$ cat src/rtl/tp_pkg.sv
package tp_pkg;
  localparam logic [7:0] OPC_ADD  = 8'h01;
  localparam logic [7:0] OPC_SUB  = 8'h02;
  localparam logic [7:0] OPC_MUL  = 8'h03;
  localparam logic [7:0] OPC_PASS = 8'h04;

  typedef enum logic [1:0] {
    ST_IDLE = 2'd0,
    ST_EXEC = 2'd1,
    ST_TOK1 = 2'd2,
    ST_TOK2 = 2'd3
  } tp_state_e;
endpackage

$ cat src/rtl/tp_decode.sv
module tp_decode #(
  parameter int OP_W      = 8,
  parameter int CNT_W     = 4,
  parameter int LAT_SHORT = 2,
  parameter int LAT_MUL   = 13
) (
  input  logic [OP_W-1:0]  opcode,
  output logic [CNT_W-1:0] lat,
  output logic             defined
);
  import tp_pkg::*;
  always_comb begin
    lat     = CNT_W'(LAT_SHORT);
    defined = 1'b0;
    case (opcode[7:0])
      OPC_ADD, OPC_SUB, OPC_PASS: defined = 1'b1;
      OPC_MUL: begin
        defined = 1'b1;
        lat     = CNT_W'(LAT_MUL);
      end
      default: ;
    endcase
  end
endmodule

$ cat src/rtl/tp_alu.sv
module tp_alu #(
  parameter int OP_W   = 8,
  parameter int DATA_W = 8
) (
  input  logic [OP_W-1:0]   opcode,
  input  logic [DATA_W-1:0] a,
  input  logic [DATA_W-1:0] b,
  output logic [DATA_W-1:0] y
);
  import tp_pkg::*;
  always_comb begin
    case (opcode[7:0])
      OPC_ADD:  y = a + b;
      OPC_SUB:  y = a - b;
      OPC_MUL:  y = a * b;
      OPC_PASS: y = a;
      default:  y = '0;
    endcase
  end
endmodule

$ cat src/rtl/tp_outreg.sv
module tp_outreg #(
  parameter int DATA_W = 8,
  parameter int ADDR_W = 15
) (
  input  logic              clk,
  input  logic              rst,
  input  logic              load,
  input  logic [DATA_W-1:0] value_in,
  input  logic [ADDR_W-1:0] dest_in,
  input  logic              bus_grant,
  output logic              busy,
  output logic [DATA_W-1:0] value_q,
  output logic [ADDR_W-1:0] dest_q
);
  logic grant_q;

  always_ff @(posedge clk) begin
    if (rst) begin
      busy    <= 1'b0;
      grant_q <= 1'b0;
      value_q <= '0;
      dest_q  <= '0;
    end else begin
      grant_q <= bus_grant;
      if (load) begin
        busy    <= 1'b1;
        value_q <= value_in;
        dest_q  <= dest_in;
      end else if (busy && grant_q && !bus_grant) begin
        busy <= 1'b0;
      end
    end
  end
endmodule

$ cat src/rtl/token_proc_ctrl.sv
module token_proc_ctrl #(
  parameter int OP_W      = 8,
  parameter int DATA_W    = 8,
  parameter int DEST_W    = 16,
  parameter int LAT_SHORT = 2,
  parameter int LAT_MUL   = 13
) (
  input  logic                               clk,
  input  logic                               rst,
  input  logic                               instr_valid,
  input  logic [OP_W+2*DATA_W+2*DEST_W-1:0]  instr_data,
  output logic                               instr_ack,
  input  logic                               bus_grant,
  output logic                               bus_req,
  output logic [DATA_W-1:0]                  tok_value,
  output logic [DEST_W-2:0]                  tok_dest
);
  import tp_pkg::*;

  localparam int INSTR_W = OP_W + 2*DATA_W + 2*DEST_W;
  localparam int ADDR_W  = DEST_W - 1;
  localparam int LAT_MAX = (LAT_MUL > LAT_SHORT) ? LAT_MUL : LAT_SHORT;
  localparam int CNT_W   = $clog2(LAT_MAX + 1);
  localparam int OP_LSB  = INSTR_W - OP_W;
  localparam int S1_LSB  = OP_LSB - DATA_W;
  localparam int S2_LSB  = S1_LSB - DATA_W;
  localparam int D1_LSB  = DEST_W;

  tp_state_e           state;
  logic [OP_W-1:0]     op_q;
  logic [DATA_W-1:0]   s1_q, s2_q, res_q;
  logic [DEST_W-1:0]   d1_q, d2_q;
  logic                ok_q;
  logic [CNT_W-1:0]    cnt_q;

  logic [CNT_W-1:0]    new_lat;
  logic                new_ok;
  logic [DATA_W-1:0]   alu_y;
  logic                busy, load;
  logic [DATA_W-1:0]   ld_value;
  logic [ADDR_W-1:0]   ld_dest;

  tp_decode #(.OP_W(OP_W), .CNT_W(CNT_W), .LAT_SHORT(LAT_SHORT), .LAT_MUL(LAT_MUL)) i_dec (
    .opcode  (instr_data[INSTR_W-1:OP_LSB]),
    .lat     (new_lat),
    .defined (new_ok)
  );

  tp_alu #(.OP_W(OP_W), .DATA_W(DATA_W)) i_alu (
    .opcode (op_q),
    .a      (s1_q),
    .b      (s2_q),
    .y      (alu_y)
  );

  assign instr_ack = (state == ST_IDLE) && instr_valid;
  assign load      = ((state == ST_TOK1) || (state == ST_TOK2)) && !busy;
  assign ld_value  = res_q;
  assign ld_dest   = (state == ST_TOK2) ? d2_q[ADDR_W-1:0] : d1_q[ADDR_W-1:0];

  always_ff @(posedge clk) begin
    if (rst) begin
      state <= ST_IDLE;
      op_q  <= '0;
      s1_q  <= '0;
      s2_q  <= '0;
      d1_q  <= '0;
      d2_q  <= '0;
      ok_q  <= 1'b0;
      cnt_q <= '0;
      res_q <= '0;
    end else begin
      case (state)
        ST_IDLE: if (instr_valid) begin
          op_q  <= instr_data[INSTR_W-1:OP_LSB];
          s1_q  <= instr_data[OP_LSB-1:S1_LSB];
          s2_q  <= instr_data[S1_LSB-1:S2_LSB];
          d1_q  <= instr_data[S2_LSB-1:D1_LSB];
          d2_q  <= instr_data[DEST_W-1:0];
          ok_q  <= new_ok;
          cnt_q <= new_lat;
          state <= ST_EXEC;
        end
        ST_EXEC: begin
          if (cnt_q == CNT_W'(1)) begin
            res_q <= alu_y;
            if (!ok_q)                state <= ST_IDLE;
            else if (d1_q[DEST_W-1])  state <= ST_TOK1;
            else if (d2_q[DEST_W-1])  state <= ST_TOK2;
            else                      state <= ST_IDLE;
          end else begin
            cnt_q <= cnt_q - CNT_W'(1);
          end
        end
        ST_TOK1: if (!busy) state <= d2_q[DEST_W-1] ? ST_TOK2 : ST_IDLE;
        ST_TOK2: if (!busy) state <= ST_IDLE;
        default: state <= ST_IDLE;
      endcase
    end
  end

  tp_outreg #(.DATA_W(DATA_W), .ADDR_W(ADDR_W)) i_out (
    .clk       (clk),
    .rst       (rst),
    .load      (load),
    .value_in  (ld_value),
    .dest_in   (ld_dest),
    .bus_grant (bus_grant),
    .busy      (busy),
    .value_q   (tok_value),
    .dest_q    (tok_dest)
  );

  assign bus_req = busy;
endmodule

$ cat config.mk
export PLATFORM = sky130hd
export DESIGN_NAME = token_proc_ctrl
export DESIGN_NICKNAME = d
export VERILOG_FILES = /design/src/rtl/tp_pkg.sv /design/src/rtl/tp_decode.sv /design/src/rtl/tp_alu.sv /design/src/rtl/tp_outreg.sv /design/src/rtl/token_proc_ctrl.sv
export SDC_FILE = /design/constraint.sdc
export NUM_CORES = 1
export LEC_CHECK = 0
export BUFFER_PORTS_ARGS = -buffer_cell sky130_fd_sc_hd__buf_2
export CORE_MARGIN = 4
export CORE_UTILIZATION = 50
export DETAILED_ROUTE_END_ITERATION = 10
export HOLD_SLACK_MARGIN = 0.06
export PLACE_DENSITY = 0.83
export SLEW_MARGIN = 25
export SYNTH_ARGS = -nofsm -noshare
export SYNTH_HDL_FRONTEND = slang
export SYNTH_SLANG_ARGS = --single-unit
export TNS_END_PERCENT = 5
$ cat constraint.sdc
create_clock -name clk -period 6 [get_ports clk]
set_clock_uncertainty 0.2 [all_clocks]
set_input_delay 0.9 -clock clk [delete_from_list [all_inputs] [get_ports clk]]
set_output_delay 0.9 -clock clk [all_outputs]
set_load 0.02 [all_outputs]
==> results.py <==
metrics = {
    "power": {
        "pwr-share-comb": 0.166,
        "power_density_mw_per_mm2": 239,
        "share_of_total_power_in_sequential_cells": 0.500,
        "sw_share": 0.283,
        "p_clk_frac": 0.334,
        "power.ir.vdd_worst_mv": 0.150,
        "switchingPower_w": 0.000394,
        "internal_power_w": 0.00100,
        "p_leak_nw": 2.43,
    },
    "place": {
        "place_congestion": 0.920,
        "port_buffers": 84,
        "dp.final_hpwl_um": 8780,
        "place_area_mm2": 0.00561,
    },
    "clock_tree": {
        "htreeDepth": 3,
        "post_cts_hold_buffer_count": 0,
        "clk_pin_slew_ns": 0.09,
        "clock_tree_from_tritoncts": "done",
        "clk_latency_ns": 0.37,
        "ctsResizeCount": 0,
        "cts_made_buffers": 9,
        "setup_buffers_after_cts": 0,
        "clkSinkCount": 96,
        "clock_tree.buffer_depth": 2,
        "cts_root_buf": "sky130_fd_sc_hd__clkbuf_8",
    },
    "critical_path": {
        "critical_path_peak_fanout": 10,
        "source_of_the_worst_register_to_register_timing_path": "s2_q[3]",
        "start_kind": "register",
        "critical_path.startpoint": "s2_q[3]",
        "critical_path_required_ns": 6.01,
        "crit_type": "reg -> reg",
        "critPathCaptureType": "register",
        "critPathArrivalTime_ns": 4.20,
    },
    "global_routing": {
        "globalRouteTotalUtil": 0.214,
        "first_global_vias": 4426,
        "antenna_found_initial": 0,
        "overflow": 0,
        "grt_start_max_net_pins": 97,
        "grt_first_pass_wirelength_um": 20600,
    },
    "timing": {
        "setup_tns_ns": 0,
        "max_clock_freq_mhz": 238,
        "maxSlewViolCount": 0,
        "maxSlewHeadroom": 0.348,
        "worst_hold_slack_ns": 0.261,
        "timing_hold_violations_final": 0,
        "final.min_clock_period_ns": 4.20,
        "grt_setup_unrepaired": "no",
        "post-route-period-util": 0.699,
        "count_of_final_setup_violators": 0,
        "max_slew.worst_pin.slew_ns": 0.977,
    },
    "drt": {
        "via_per_inst": 5.37,
        "wirelength_um": 12100,
        "detail_route.wl_per_cell_um": 14.4,
        "detailedRoute.firstPassIterationCount": 5,
        "dr_total_vias": 4503,
        "drtIter0Drc": 301,
        "drc_errors": 0,
        "ant_nets": 0,
    },
    "layout": {
        "filler_cell_count": 899,
        "final_layout_size_suffix_gt1_frac": 0.167,
        "finalInstanceArea_mm2": 0.00582,
        "nets": 802,
        "final-seq-area_mm2": 0.00192,
        "multi_input_comb_area_mm2": 0.00294,
        "antenna_cells": 0,
        "synthToLayoutAreaGrowth_pct": 12.2,
    },
    "synth": {
        "synth_largest_area_cell": "sky130_fd_sc_hd__dfxtp_1",
        "ys_types": 50,
        "post_synth_main_area_contributors": "sky130_fd_sc_hd__dfxtp_1, sky130_fd_sc_hd__nand2_1, sky130_fd_sc_hd__a21oi_1",
        "ys.flop_type": "sky130_fd_sc_hd__dfxtp_1",
        "sequential_share_of_the_synthesized_area": 0.370,
        "synth_async_sr_flop_share": 0,
        "yosysWarningCount": 0,
        "synth_top_area_share": 0.370,
        "postSynthRegisterBits": 96,
        "postSynthAreaPerCell_um2": 8.08,
        "synth_enable_flop_cells": 0,
        "mappedNetlistArea_mm2": 0.00519,
        "postSynthNetCount": 743,
        "synth_cells": 643,
    },
    "die": {
        "start_util": 0.522,
        "std_cell_rows": 36,
        "die_w_um": 110,
        "core-area_mm2": 0.00995,
        "die_height_um": 110,
        "num_io_pins": 85,
        "floorplan.die_area_mm2": 0.0121,
    },
    "worst_hold_path": {
        "hp-class": "reg -> reg",
        "holdCritStartpoint": "d1_q[4]",
    },
    "job": {
        "max_cap_viol_count": 0,
    },
    "run_status": {
        "status": "complete, no violations",
    },
}
-- critical path, stage by stage (launching register included) --
cell	delay (ns)
sky130_fd_sc_hd__dfxtp_1	0.55
sky130_fd_sc_hd__nand2_1	0.14
sky130_fd_sc_hd__fa_1	0.52
sky130_fd_sc_hd__inv_1	0.05
sky130_fd_sc_hd__ha_1	0.27
sky130_fd_sc_hd__inv_1	0.06
sky130_fd_sc_hd__fa_1	0.50
sky130_fd_sc_hd__fa_1	0.55
sky130_fd_sc_hd__inv_1	0.04
sky130_fd_sc_hd__ha_1	0.31
sky130_fd_sc_hd__a21oi_1	0.17
sky130_fd_sc_hd__xnor2_1	0.16
sky130_fd_sc_hd__xnor2_1	0.11
sky130_fd_sc_hd__a222oi_1	0.31
sky130_fd_sc_hd__a211oi_1	0.11
-- logic make-up (layout without fill, tap and decap cells) --
logic type,after synthesis,in the layout,share of synthesized area
compound gates,135,135,0.152
simple gates,250,250,0.212
xor+xnor,31,31,0.0537
mux,16,16,0.0311
fa+ha+maj,40,40,0.115
buf+inv,75,138,0.0653
flops,96,96,0.370
-- power groups by stage --
stage                     combinational [W]  sequential [W]  clock [W]
after CTS                          0.000232        0.000696   0.000477
after detailed placement           0.000230        0.000711          0
after floorplan                    0.000185        0.000694          0
final                              0.000232        0.000696   0.000466
after global placement             0.000223        0.000708          0
after global routing               0.000264        0.000702   0.000503
-- path summary, 6_finish.rpt --
kind / depth (start not counted) / end / slack, ns
worst max-delay path: 14 / ld_value[7] / 1.80
worst min-delay path: 2 / d1_q[4] / 0.26
worst max register to register: 14 / ld_value[7] / 1.80
worst min register to register: 2 / d1_q[4] / 0.26
-- area by class of cell --
class / count / area share
multi-input cells: 472 / 0.504
flip-flops and latches: 96 / 0.330
repair buffers: 88 / 0.0773
well taps: 133 / 0.0286
inverters: 35 / 0.0226
clock buffers: 9 / 0.0213
clock inverters: 6 / 0.0159
-- layout by cell type (no fill, tap or decap), drive strengths merged, types with 8 or more instances in the layout --
master / n
nand2: 151
o21ai: 14
a21oi: 79
fa: 13
mux2i: 15
xnor2: 24
a211oi: 19
ha: 27
nor2b: 8
inv: 36
clkbuf: 9
buf: 88
a22oi: 11
and2: 19
dfxtp: 96
nor2: 39
nor3: 12
-- synthesized netlist by cell type, types with 2 or more instances --
master and count:
sky130_fd_sc_hd__buf_1 5, sky130_fd_sc_hd__fa_1 13, sky130_fd_sc_hd__dfxtp_1 96, sky130_fd_sc_hd__xor2_1 7, sky130_fd_sc_hd__nor3_1 10, sky130_fd_sc_hd__nor3_2 2, sky130_fd_sc_hd__nand2b_1 6, sky130_fd_sc_hd__and2_2 4
sky130_fd_sc_hd__and2_1 15, sky130_fd_sc_hd__buf_4 2, sky130_fd_sc_hd__mux2i_1 15, sky130_fd_sc_hd__o21ai_0 14, sky130_fd_sc_hd__or3_1 3, sky130_fd_sc_hd__nand3_1 2, sky130_fd_sc_hd__and3_1 3, sky130_fd_sc_hd__buf_6 3
sky130_fd_sc_hd__a21oi_1 78, sky130_fd_sc_hd__a22oi_1 11, sky130_fd_sc_hd__a222oi_1 2, sky130_fd_sc_hd__nor2_1 39, sky130_fd_sc_hd__xnor2_1 23, sky130_fd_sc_hd__buf_2 7, sky130_fd_sc_hd__clkbuf_1 21, sky130_fd_sc_hd__ha_1 27
sky130_fd_sc_hd__a211oi_1 19, sky130_fd_sc_hd__nand2_1 150, sky130_fd_sc_hd__nor3b_1 2, sky130_fd_sc_hd__nor2b_1 8, sky130_fd_sc_hd__a21o_1 2, sky130_fd_sc_hd__inv_1 34
-- registers in the layout, summed over array words and instances, names as in the netlist --
register and flops:
s2_q 8, s1_q 8, state 2, i_out.value_q 8, ok_q 1, d1_q 16, op_q 8, i_out.busy 1
cnt_q 4, ld_value 8, i_out.grant_q 1, i_out.dest_q 15, d2_q 16
-- through the flow --
step	power, W	setup WS [ns]	util	cells
5_1_grt	0.00147	1.59	0.585	839
6_report	0.00139	1.80	0.585	839
3_5_place_dp	0.000941	1.84	0.563	824
3_3_place_gp	0.000930	1.93	0.563	824
4_1_cts	0.00140	1.82	0.585	839
2_1_floorplan	0.000879	2.03	-	643
-- routing by layer --
| metal | share of wire | global-route usage | routed length, µm |
|---|---|---|---|
| met5 | 0 | 0 | 0 |
| met4 | 0.014 | 0.0757 | 170 |
| met3 | 0.059 | 0.0393 | 720 |
| met2 | 0.48 | 0.349 | 5790 |
| met1 | 0.45 | 0.282 | 5430 |
Note: power is estimated with default switching activity, not from simulation.
